--- src/rtl/key_win_pkg.sv ---
package key_win_pkg;

    localparam int NUM_CH = 3;

    typedef enum logic [1:0] {
        CH_Y  = 2'd0,
        CH_CB = 2'd1,
        CH_CR = 2'd2
    } chan_e;

    typedef struct packed {
        logic [NUM_CH-1:0] ch_hit;
        logic              all_hit;
    } key_state_t;

endpackage

--- src/rtl/key_win_cmp.sv ---
module key_win_cmp #(
    parameter int SAMPLE_W = 10,
    parameter int KEY_W    = 8
) (
    input  logic [SAMPLE_W-1:0] smp,
    input  logic [KEY_W-1:0]    lo,
    input  logic [KEY_W-1:0]    hi,
    input  logic                dis,
    output logic                hit
);
    localparam int DROP = SAMPLE_W - KEY_W;

    logic [SAMPLE_W-1:0] top_bits;
    logic                above_lo;
    logic                below_hi;

    always_comb begin
        // Discard the low-order bits; only the key-width MSBs remain.
        top_bits = smp >> DROP;
        above_lo = top_bits >  SAMPLE_W'(lo);
        below_hi = top_bits <= SAMPLE_W'(hi);
        hit      = dis | (above_lo & below_hi);
    end
endmodule

--- src/rtl/key_win_top.sv ---
module key_win_top
    import key_win_pkg::*;
#(
    parameter int SAMPLE_W = 10,
    parameter int KEY_W    = 8
) (
    input  logic                clk,
    input  logic                rst_n,
    input  logic [SAMPLE_W-1:0] y_smp,
    input  logic [SAMPLE_W-1:0] cb_smp,
    input  logic [SAMPLE_W-1:0] cr_smp,
    input  logic [KEY_W-1:0]    y_min,
    input  logic [KEY_W-1:0]    y_max,
    input  logic [KEY_W-1:0]    cb_min,
    input  logic [KEY_W-1:0]    cb_max,
    input  logic [KEY_W-1:0]    cr_min,
    input  logic [KEY_W-1:0]    cr_max,
    input  logic [2:0]          key_dis,
    output logic [2:0]          ch_match,
    output logic                key_match
);
    logic [SAMPLE_W-1:0] smp_a [NUM_CH];
    logic [KEY_W-1:0]    lo_a  [NUM_CH];
    logic [KEY_W-1:0]    hi_a  [NUM_CH];
    logic [NUM_CH-1:0]   hit_w;

    key_state_t state_d;
    key_state_t state_q;

    always_comb begin
        smp_a[CH_Y]  = y_smp;
        smp_a[CH_CB] = cb_smp;
        smp_a[CH_CR] = cr_smp;
        lo_a[CH_Y]   = y_min;
        lo_a[CH_CB]  = cb_min;
        lo_a[CH_CR]  = cr_min;
        hi_a[CH_Y]   = y_max;
        hi_a[CH_CB]  = cb_max;
        hi_a[CH_CR]  = cr_max;
    end

    for (genvar c = 0; c < NUM_CH; c++) begin : g_ch
        key_win_cmp #(
            .SAMPLE_W(SAMPLE_W),
            .KEY_W   (KEY_W)
        ) i_cmp (
            .smp(smp_a[c]),
            .lo (lo_a[c]),
            .hi (hi_a[c]),
            .dis(key_dis[c]),
            .hit(hit_w[c])
        );
    end

    always_comb begin
        state_d         = state_q;
        state_d.ch_hit  = hit_w;
        state_d.all_hit = &hit_w;
        if (!rst_n) begin
            state_d = '0;
        end
    end

    always_ff @(posedge clk) begin
        state_q <= state_d;
    end

    assign ch_match  = state_q.ch_hit;
    assign key_match = state_q.all_hit;
endmodule

--- config.mk ---
export PLATFORM = sky130hd
export DESIGN_NAME = key_win_top
export DESIGN_NICKNAME = d
export VERILOG_FILES = /design/src/rtl/key_win_pkg.sv /design/src/rtl/key_win_cmp.sv /design/src/rtl/key_win_top.sv
export SDC_FILE = /design/constraint.sdc
export NUM_CORES = 1
export LEC_CHECK = 0
export BUFFER_PORTS_ARGS = -buffer_cell sky130_fd_sc_hd__buf_2
export CAP_MARGIN = 5
export CORE_UTILIZATION = 40
export CTS_CLUSTER_DIAMETER = 100
export DETAILED_ROUTE_END_ITERATION = 6
export PLACE_DENSITY = 0.82
export SLEW_MARGIN = 30
export SYNTH_ARGS = -nofsm -noshare
export SYNTH_HDL_FRONTEND = slang
export SYNTH_SLANG_ARGS = --single-unit
--- constraint.sdc ---
create_clock -name clk -period 4.3 [get_ports clk]
set_input_delay 0.215 -clock clk [delete_from_list [all_inputs] [get_ports clk]]
set_output_delay 0.215 -clock clk [all_outputs]
set_load 0.01 [all_outputs]
==> results of run 1 <==
-- layout make-up --
type / count / area (um2) / area share
clock buffer: 3 / 22.52 / 0.01258
multi-input combinational: 122 / 1056 / 0.5898
tap: 44 / 55.05 / 0.03075
timing repair buffer: 80 / 400.4 / 0.2236
inverter: 47 / 176.4 / 0.09853
sequential: 4 / 80.08 / 0.04472
-- report_power, final --
part	internal, W	switching [W]
Combinational	0.0000760	0.0000691
Sequential	0.0000406	0.000000664
Clock	0.0000312	0.0000158
-- layer usage --
layer  vias to the layer above  share of wire  wire length [um]  GRT usage
met5                         -              0                 0          0
met4                         0         0.0076                21    0.05782
met3                         3          0.071               198    0.03493
met2                        50           0.50              1380     0.3323
met1                       573           0.42              1175     0.1805
li1                        774              -                 -          -
-- synthesized netlist by cell type, types with 2 or more instances --
| cell | count |
|---|---|
| sky130_fd_sc_hd__a21oi_1 | 19 |
| sky130_fd_sc_hd__nand2_1 | 7 |
| sky130_fd_sc_hd__a21o_1 | 4 |
| sky130_fd_sc_hd__o211ai_1 | 3 |
| sky130_fd_sc_hd__nor2_1 | 3 |
| sky130_fd_sc_hd__nor2b_1 | 5 |
| sky130_fd_sc_hd__nor3_1 | 2 |
| sky130_fd_sc_hd__ha_1 | 48 |
| sky130_fd_sc_hd__inv_1 | 47 |
| sky130_fd_sc_hd__nand4_1 | 9 |
| sky130_fd_sc_hd__dfxtp_1 | 4 |
| sky130_fd_sc_hd__o21ai_0 | 5 |
-- flip-flops by register name, indices dropped and copies added, names as in the netlist --
register and flops:
ch_match 3, key_match 1
-- cell families after synthesis --
family	synth area share
flip-flops	0.06101
AND/OR/NAND/NOR	0.1430
AO/OA/AOI/OAI	0.2040
buffers and inverters	0.1344
adder cells (fa/ha/maj)	0.4576
-- through the flow --
stage	area, um2	worst slack, ns	utilization	total power (W)
after floorplan	1313	2.755	-	0.0001286
after global placement	1768	2.572	0.5744	0.0001845
after detailed placement	1768	2.562	0.5744	0.0001883
after CTS	1790	2.813	0.5817	0.0002376
after global routing	1790	2.718	0.5817	0.0002621
final	1790	2.821	0.5817	0.0002335
-- worst max-delay path, cell delays in order --
cell and delay, ns:
sky130_fd_sc_hd__buf_2 0.11, sky130_fd_sc_hd__ha_1 0.30, sky130_fd_sc_hd__nor2b_4 0.13, sky130_fd_sc_hd__o211ai_2 0.13, sky130_fd_sc_hd__a21oi_1 0.08, sky130_fd_sc_hd__o41a_1 0.37
sky130_fd_sc_hd__o31a_1 0.12, sky130_fd_sc_hd__nor3b_2 0.15
-- worst paths after layout --
path                     endpoint  cells past startpoint      start
worst max-delay path    key_match                      8  cb_smp[3]
worst min-delay path  ch_match[2]                      2      rst_n
==> run_results.csv, run 1 <==
group,metric,value,unit
run_status,run_status,"finished clean",
synth,synth_top_area_share,0.4576,
synth,syn_area_per_cell,7.587,um2
detailed_routing,drt-wirelength-per-cell,9.253,um
detailed_routing,vias_per_cell,4.667,
cells_and_area,antenna_cells_inserted,0,
synth,synth-async-reset-ratio,0,
placed_design,dp_cells,297,
setup_path,start_kind,"input pin",
clocking,post-cts-setup-buffer-count,0,
grt,global_route_wire_length_before_repair,4747,um
synth,yosysSeqAreaShare,0.06101,
timing,timing.max_slew.rel_slack,0.8339,
floorplan,top_level_ports,87,
synth,synth_enable_flop_cells,0,
grt,grt_util_all_layers,0.1716,
synth,synth-seq-cells,4,
timing,final-hold-violation-count,0,
grt,grt_overflow_total,0,
timing,maxClockFrequency,676.1,MHz
timing,grt_setup_unrepaired,"false",
clocking,cts.repair.resized,0,
timing,fin_tns_setup,0,ns
worst_hold_path,min_path_type,"in2reg",
detailed_routing,drtPass1Iterations,4,
grt,grt_start_max_net_pins,4,
detailed_routing,detail_route.iter0.violations,26,
clocking,numClockSinks,4,
timing,worst_hold_margin,0.2135,ns
synth,syn_inst,173,
clocking,number_of_buffers_created_by_cts,3,
detailed_routing,drt.antenna.violating_nets,0,
detailed_routing,drcViolationCount,0,
placed_design,dp_hpwl,2651,um
setup_path,setup.worst_path.class,"in2reg",
detailed_routing,via_count,1400,
placed_design,gpl.final_weighted_congestion,0.7863,
timing,timing.final.crit_share,0.3440,
setup_path,cp.required,4.42,ns
clocking,h-tree-depth,1,
clocking,clk_pin_slew_worst_paths,0.04,ns
cells_and_area,layout-drive-gt1-share,0.3398,
detailed_routing,postRouteWirelength,2776,um
placed_design,port_buffers,80,
cells_and_area,final_common_cell,"sky130_fd_sc_hd__buf_2",
clocking,holdBufCountCts,0,
clocking,clockRootBuffer,"sky130_fd_sc_hd__clkbuf_4",
clocking,tritoncts,"built",
cells_and_area,area_growth,36.42,%
synth,syn-cell-area,1313,um2
setup_path,crit_fanout,2,
clocking,cts_max_path_buffers,2,
cells_and_area,number_of_filler_cells_placed_in_the_layout,330,
power_and_ir_drop,cellLeakagePower,1.132,nW
cells_and_area,final_net_count,389,
floorplan,starting_density,0.4264,
synth,ys_top_cells_by_area,"sky130_fd_sc_hd__ha_1 (46%), sky130_fd_sc_hd__inv_1 (13%), sky130_fd_sc_hd__a21oi_1 (7.2%), sky130_fd_sc_hd__dfxtp_1 (6.1%), sky130_fd_sc_hd__nand4_1 (4.3%)",
floorplan,core,3078,um2
grt,grt_pass1_vias,1369,
timing,final_max_slew_viol_count,0,
synth,syn_nets,304,
grt,antenna_found_initial,0,
cells_and_area,layout_common_cells,"sky130_fd_sc_hd__buf_2 (80), sky130_fd_sc_hd__ha_1 (48), sky130_fd_sc_hd__inv_1 (47)",
cells_and_area,finalNonFillerCells,300,
floorplan,core.rowCount,20,
synth,yosys_warnings,0,
setup_path,timing.critical_path.arrival,1.60,ns
job,timing.max_cap.violations,0,
timing,count_of_endpoints_failing_setup_in_the_final_report,0,
synth,yosys_cell_types,29,
synth,synth_top_cell_by_area,"sky130_fd_sc_hd__ha_1",
setup_path,critPathCaptureType,"flop",
floorplan,die_height,59.28,um
floorplan,floorplan.die.width,59.28,um
power_and_ir_drop,power_per_cell_area,130.4,nW/um2
timing,period_needed,1.479,ns
floorplan,floorplan.die_area,3514,um2
power_and_ir_drop,vdd.ir_drop.worst,75.52,uV
timing,max_slew.worst_pin.slew,0.2491,ns
synth,most_used_dff_post_synth,"sky130_fd_sc_hd__dfxtp_1",
Power figures use the tool's default switching activity.
==> run 2: changes to the inputs <==
--- a/config.mk
+++ b/config.mk
@@ -5,12 +5,13 @@
 export SDC_FILE = /design/constraint.sdc
 export NUM_CORES = 1
 export LEC_CHECK = 0
+export ABC_AREA = 1
 export BUFFER_PORTS_ARGS = -buffer_cell sky130_fd_sc_hd__buf_2
 export CAP_MARGIN = 5
 export CORE_UTILIZATION = 40
 export CTS_CLUSTER_DIAMETER = 100
 export DETAILED_ROUTE_END_ITERATION = 6
-export PLACE_DENSITY = 0.82
+export PLACE_DENSITY = 0.83
 export SLEW_MARGIN = 30
 export SYNTH_ARGS = -nofsm -noshare
 export SYNTH_HDL_FRONTEND = slang
==> constraint.sdc (replaced) <==
create_clock -name clk -period 1.2 [get_ports clk]
set_input_delay 0.06 -clock clk [delete_from_list [all_inputs] [get_ports clk]]
set_output_delay 0.06 -clock clk [all_outputs]
set_load 0.01 [all_outputs]
==> run_results.csv, run 2 <==
group,metric,value,unit
cells_and_area,final_common_cell,"sky130_fd_sc_hd__buf_2",
job,timing.max_cap.violations,0,
placed_design,port_buffers,80,
grt,global_route_wire_length_before_repair,4533,um
grt,grt_pass1_vias,1296,
clocking,cts_max_path_buffers,2,
detailed_routing,drtPass1Iterations,4,
power_and_ir_drop,cellLeakagePower,1.338,nW
placed_design,gpl.final_weighted_congestion,0.7913,
floorplan,die_height,61.48,um
cells_and_area,layout_common_cells,"sky130_fd_sc_hd__buf_2 (80), sky130_fd_sc_hd__inv_1 (67), sky130_fd_sc_hd__nand2_1 (60)",
detailed_routing,dr.max_layer_used,"met4",
synth,yosys_warnings,0,
power_and_ir_drop,switching_share,0.3814,
synth,synth_compound_gate_area_share,0.1141,
setup_path,cp.required,1.32,ns
detailed_routing,wl_met1,1344,um
grt,antenna_found_initial,0,
timing,maxClockFrequency,1007,MHz
run_status,run_status,"finished clean",
detailed_routing,drt.antenna.violating_nets,0,
grt,grt_util_all_layers,0.1538,
clocking,number_of_buffers_created_by_cts,3,
timing,timing.final.crit_share,0.8274,
power_and_ir_drop,p_comb_frac,0.641,
grt,grt_overflow_total,0,
floorplan,core.rowCount,21,
detailed_routing,via_count,1547,
synth,ys_top_cells_by_area,"sky130_fd_sc_hd__ha_1 (42%), sky130_fd_sc_hd__inv_1 (18%), sky130_fd_sc_hd__nand2_1 (16%), sky130_fd_sc_hd__a21oi_1 (6.0%), sky130_fd_sc_hd__dfxtp_1 (5.7%)",
synth,syn_nets,359,
power_and_ir_drop,net-switching-power,0.0003264,W
synth,largest_family_of_logic_cells_by_synthesized_area,"adder cells",
synth,synth_enable_flop_cells,0,
detailed_routing,postRouteWirelength,2852,um
synth,most_used_dff_post_synth,"sky130_fd_sc_hd__dfxtp_1",
placed_design,dp_hpwl,2742,um
setup_path,setup.worst_path.class,"in2reg",
detailed_routing,wl_met2,1292,um
synth,synth-seq-cells,4,
cells_and_area,antenna_cells_inserted,0,
cells_and_area,largest_register_ffs,3,
clocking,holdBufCountCts,0,
detailed_routing,drcViolationCount,0,
grt,grt_start_max_net_pins,4,
synth,syn-cell-area,1415,um2
setup_path,crit_fanout,2,
floorplan,starting_density,0.4208,
synth,post_synth_xor_area_fraction,0,
clocking,cts.repair.resized,0,
power_and_ir_drop,power_report.internal_total,0.0005294,W
setup_path,timing.critical_path.arrival,1.11,ns
power_and_ir_drop,fin_total_pwr,0.0008558,W
timing,final-hold-violation-count,0,
timing,count_of_endpoints_failing_setup_in_the_final_report,0,
synth,synth_top_cell_by_area,"sky130_fd_sc_hd__ha_1",
cells_and_area,layout-drive-gt1-share,0.2756,
detailed_routing,vias_per_cell,4.321,
clocking,post-cts-setup-buffer-count,0,
power_and_ir_drop,power_per_cell_area,449.7,nW/um2
synth,synth-async-reset-ratio,0,
timing,max_slew.worst_pin.slew,0.1466,ns
synth,synth_simple_gate_area_frac,0.2272,
floorplan,floorplan.die.width,61.48,um
detailed_routing,detailroute.wirelength.met3,191,um
clocking,clockRootBuffer,"sky130_fd_sc_hd__clkbuf_4",
clocking,clk_pin_slew_worst_paths,0.03,ns
timing,final_max_slew_viol_count,0,
clocking,h-tree-depth,1,
cells_and_area,area_growth,34.48,%
timing,period_needed,0.9929,ns
detailed_routing,detail_route.iter0.violations,30,
timing,timing.max_slew.rel_slack,0.9019,
detailed_routing,drt-wirelength-per-cell,7.966,um
clocking,numClockSinks,4,
synth,ys_top_cells_by_count,"sky130_fd_sc_hd__inv_1 (67), sky130_fd_sc_hd__nand2_1 (60), sky130_fd_sc_hd__ha_1 (48), sky130_fd_sc_hd__a21oi_1 (17), sky130_fd_sc_hd__nor2_1 (15)",
synth,yosysMostFrequentCell,"sky130_fd_sc_hd__inv_1",
cells_and_area,final_net_count,445,
setup_path,start_kind,"input pin",
synth,area_share_of_fa_ha_maj_cells_after_synthesis,0.4244,
clocking,tritoncts,"built",
power_and_ir_drop,vdd.ir_drop.worst,197.1,uV
timing,fin_tns_setup,0,ns
setup_path,critPathCaptureType,"flop",
synth,synth_top_area_share,0.4244,
synth,yosys_cell_types,14,
floorplan,top_level_ports,87,
timing,grt_setup_unrepaired,"false",
floorplan,floorplan.die_area,3780,um2
synth,syn_area_per_cell,6.207,um2
power_and_ir_drop,clock_power_share,0.187,
synth,syn_inst,228,
power_and_ir_drop,power.share.sequential,0.172,
floorplan,core,3363,um2
synth,yosys-mux-area-fraction,0,
worst_hold_path,min_path_type,"in2reg",
synth,yosysSeqAreaShare,0.05659,
## run 2: path summary, 6_finish.rpt
path | from | to | depth (start not counted)
worst max-delay path | cr_smp[9] | key_match | 11
worst min-delay path | rst_n | ch_match[1] | 3
## run 2: cells by family after synthesis
group | Yosys count
buf+inv | 67
compound gates | 27
flops | 4
simple gates | 82
fa+ha+maj | 48
## run 2: power groups by stage
stage / combinational [W] / clock, W / sequential (W)
floorplan: 0.000328 / 0 / 0.000156
global placement: 0.000539 / 0 / 0.000149
detailed placement: 0.000555 / 0 / 0.000149
CTS: 0.000558 / 0.000167 / 0.000147
global route: 0.000649 / 0.000174 / 0.000148
finish: 0.000548 / 0.000160 / 0.000147
## run 2: final cells by class
class	instances	area, um2
clock buffer	3	22.52
fill	353	1460
tap	46	57.56
timing repair buffer	81	407.9
multi-input combinational	157	1084
sequential	4	80.08
inverter	67	251.5
## run 2: critical path, cell delays in order
cell and delay (ns):
sky130_fd_sc_hd__buf_2 0.11, sky130_fd_sc_hd__ha_1 0.29, sky130_fd_sc_hd__nand2_1 0.07, sky130_fd_sc_hd__nor2_1 0.14, sky130_fd_sc_hd__nand3_1 0.09, sky130_fd_sc_hd__nor2_1 0.09, sky130_fd_sc_hd__a21oi_1 0.04, sky130_fd_sc_hd__nand2_1 0.07
sky130_fd_sc_hd__nand2_1 0.05, sky130_fd_sc_hd__nand2_1 0.05, sky130_fd_sc_hd__nor2_1 0.03
## run 2: layer usage
layer  vias up  global-route usage
met2        50              0.2826
met4         0             0.05714
met5         -                   0
met1       626              0.1783
met3         2             0.02311
li1        869                   -
## run 2: per-stage QoR
step | area (um2) | hold slack [ns] | util | worst slack [ns] | cells
floorplan | 1415 | 0.1766 | - | 0.1760 | 228
global placement | 1881 | 0.3029 | 0.5592 | -0.03457 | 355
detailed placement | 1881 | 0.3026 | 0.5592 | -0.04316 | 355
CTS | 1903 | 0.06641 | 0.5658 | 0.1963 | 358
global route | 1903 | 0.08309 | 0.5658 | 0.05371 | 358
finish | 1903 | 0.06952 | 0.5658 | 0.2071 | 358
==> run 3: changes to the inputs <==
--- a/config.mk
+++ b/config.mk
@@ -5,10 +5,10 @@
 export SDC_FILE = /design/constraint.sdc
 export NUM_CORES = 1
 export LEC_CHECK = 0
-export ABC_AREA = 1
+export ABC_AREA = 0
 export BUFFER_PORTS_ARGS = -buffer_cell sky130_fd_sc_hd__buf_2
 export CAP_MARGIN = 5
-export CORE_UTILIZATION = 40
+export CORE_UTILIZATION = 39
 export CTS_CLUSTER_DIAMETER = 100
 export DETAILED_ROUTE_END_ITERATION = 6
 export PLACE_DENSITY = 0.83
==> constraint.sdc (replaced) <==
create_clock -name clk -period 0.9 [get_ports clk]
set_input_delay 0.045 -clock clk [delete_from_list [all_inputs] [get_ports clk]]
set_output_delay 0.045 -clock clk [all_outputs]
set_load 0.01 [all_outputs]
==> run_results.csv, run 3 (synthesis gave the netlist of run 1 again) <==
group,metric,value,unit
setup_path,crit_slowest_cell,"sky130_fd_sc_hd__o41a_1",
power_and_ir_drop,vdd.ir_drop.worst,332.9,uV
cells_and_area,largest_register_ffs,3,
grt,grt_pass1_vias,1418,
detailed_routing,detail_route.iter0.violations,22,
floorplan,starting_density,0.4196,
setup_path,start_kind,"input pin",
detailed_routing,via_count,1507,
cells_and_area,final-seq-area,80.08,um2
grt,grtUsageMet3,0.03463,
cells_and_area,area_growth,66.16,%
run_status,violations_in_the_final_reports,"negative setup slack",
detailed_routing,drt-wirelength-per-cell,10.94,um
clocking,clockRootBuffer,"sky130_fd_sc_hd__clkbuf_4",
grt,grt_start_max_net_pins,4,
grt,antenna_found_initial,0,
clocking,holdBufCountCts,0,
setup_path,worst-path-buf-inv,1,
setup_path,cp_slowest_stage_delay,0.36,ns
cells_and_area,multi_input_gate_area,1260,um2
floorplan,floorplan.die.width,60.01,um
placed_design,dp_cells,306,
grt,grt_overflow_total,0,
setup_path,cp.required,1.02,ns
detailed_routing,drt.antenna.violating_nets,0,
timing,final_max_slew_viol_count,0,
grt,grt_util_all_layers,0.1925,
setup_path,crit_fanout,2,
power_and_ir_drop,cellLeakagePower,1.209,nW
grt,global_route_wire_length_before_repair,5264,um
clocking,h-tree-depth,1,
timing,count_of_endpoints_failing_setup_in_the_final_report,4,
cells_and_area,layout_common_cells,"sky130_fd_sc_hd__buf_2 (72), sky130_fd_sc_hd__inv_1 (41), sky130_fd_sc_hd__ha_1 (34)",
setup_path,timing.critical_path.arrival,1.34,ns
timing,finalWorstSetupSlack,-0.3220,ns
floorplan,die_height,60.01,um
clocking,tritoncts,"built",
run_status,run_status,"finished with violations",
detailed_routing,postRouteWirelength,3390,um
cells_and_area,finalNonFillerCells,310,
placed_design,gpl.final_weighted_congestion,0.7667,
timing,timing.final.crit_share,1.358,
cells_and_area,layout-drive-gt1-share,0.4774,
timing,final-hold-violation-count,0,
cells_and_area,number_of_filler_cells_placed_in_the_layout,256,
grt,busiest_layer,"met2",
job,timing.max_cap.violations,0,
timing,maxClockFrequency,818.3,MHz
grt,met2_usage,0.3921,
floorplan,core,3128,um2
clocking,numClockSinks,4,
setup_path,timing.critical_path.max_delay_family,"compound AO/OA/AOI/OAI gates",
setup_path,timing.critical_path.cells,"buf_8 -> ha_4 -> nor2b_4 -> o211ai_2 -> a21oi_2 -> o41a_1 -> o31a_1 -> nor3b_2",
floorplan,top_level_ports,87,
timing,max_slew.worst_pin.slew,0.2394,ns
worst_hold_path,min_path_type,"in2reg",
setup_path,critPathCaptureType,"flop",
floorplan,floorplan.die_area,3601,um2
clocking,number_of_buffers_created_by_cts,3,
clocking,clk_pin_slew_worst_paths,0.04,ns
placed_design,port_buffers,80,
placed_design,dp_hpwl,2863,um
detailed_routing,drtPass1Iterations,4,
timing,period_needed,1.222,ns
detailed_routing,drcViolationCount,0,
cells_and_area,final_net_count,399,
detailed_routing,vias_per_cell,4.861,
cells_and_area,antenna_cells_inserted,0,
power_and_ir_drop,power_per_cell_area,612.6,nW/um2
cells_and_area,final_common_cell,"sky130_fd_sc_hd__buf_2",
timing,timing.max_slew.rel_slack,0.8389,
setup_path,setup.worst_path.class,"in2reg",
timing,grt_setup_unrepaired,"true",
grt,grt.met1_usage,0.1928,
floorplan,core.rowCount,20,
clocking,cts_max_path_buffers,2,
timing,fin_tns_setup,-0.9566,ns
run 3: cell count changes in the layout (fill, tap and decap cells not counted), sizes merged, moves of 4 or more:
cell    delta
nand4      +6
inv       -20
buf        +9
nor2      -13
nand2     -53
nor2b      +6
o21ai      +5
o211ai     +4
run 3: power breakdown:
part	switching [W]	internal, W
combinational	0.000416	0.000501
sequential	0.00000435	0.000194
clock	0.0000715	0.000149
total	0.000492	0.000844
run 3: worst min-delay path, stage by stage:
cell                      delay (ns)
sky130_fd_sc_hd__buf_2          0.08
sky130_fd_sc_hd__a21oi_2        0.04
sky130_fd_sc_hd__nor2b_1        0.09
run 3: cell type report:
cell class                      instances  share of cell area
Inverter                               47              0.1004
Clock buffer                            3             0.01033
Tap cell                               44             0.02524
Sequential cell                         4             0.03672
Multi-Input combinational cell        122              0.5777
Timing Repair Buffer                   90              0.2496
run 3: final timing paths:
| check | end | start | cells after the start |
|---|---|---|---|
| worst max-delay path | key_match | cb_smp[3] | 8 |
| worst min-delay path | ch_match[0] | key_dis[0] | 3 |
run 3: through the flow:
| step | hold WS [ns] | area [um2] | util | total power (W) | setup WS (ns) |
|---|---|---|---|---|---|
| 6_report | 0.05178 | 2181 | 0.6972 | 0.001336 | -0.3220 |
| 5_1_grt | 0.05475 | 2181 | 0.6972 | 0.001493 | -0.3791 |
| 4_1_cts | 0.04915 | 2102 | 0.6720 | 0.001298 | -0.3141 |
| 3_5_place_dp | 0.2978 | 1929 | 0.6168 | 0.0009899 | -0.7021 |
| 3_3_place_gp | 0.2903 | 1929 | 0.6168 | 0.0009623 | -0.6671 |
| 2_1_floorplan | 0.1732 | 1406 | - | 0.0006421 | -0.4609 |
run 3: metal layers:
layer	share of wire	up-vias
met2	0.55	52
met4	0.012	0
met3	0.056	7
met5	0	-
met1	0.38	654
li1	-	794
run 3: what timing repair did:
item                       in CTS  in global routing
pin swaps                      21                 12
gates resized for setup        28                 15
setup endpoints to repair       4                  4
buffers inserted                1                  0
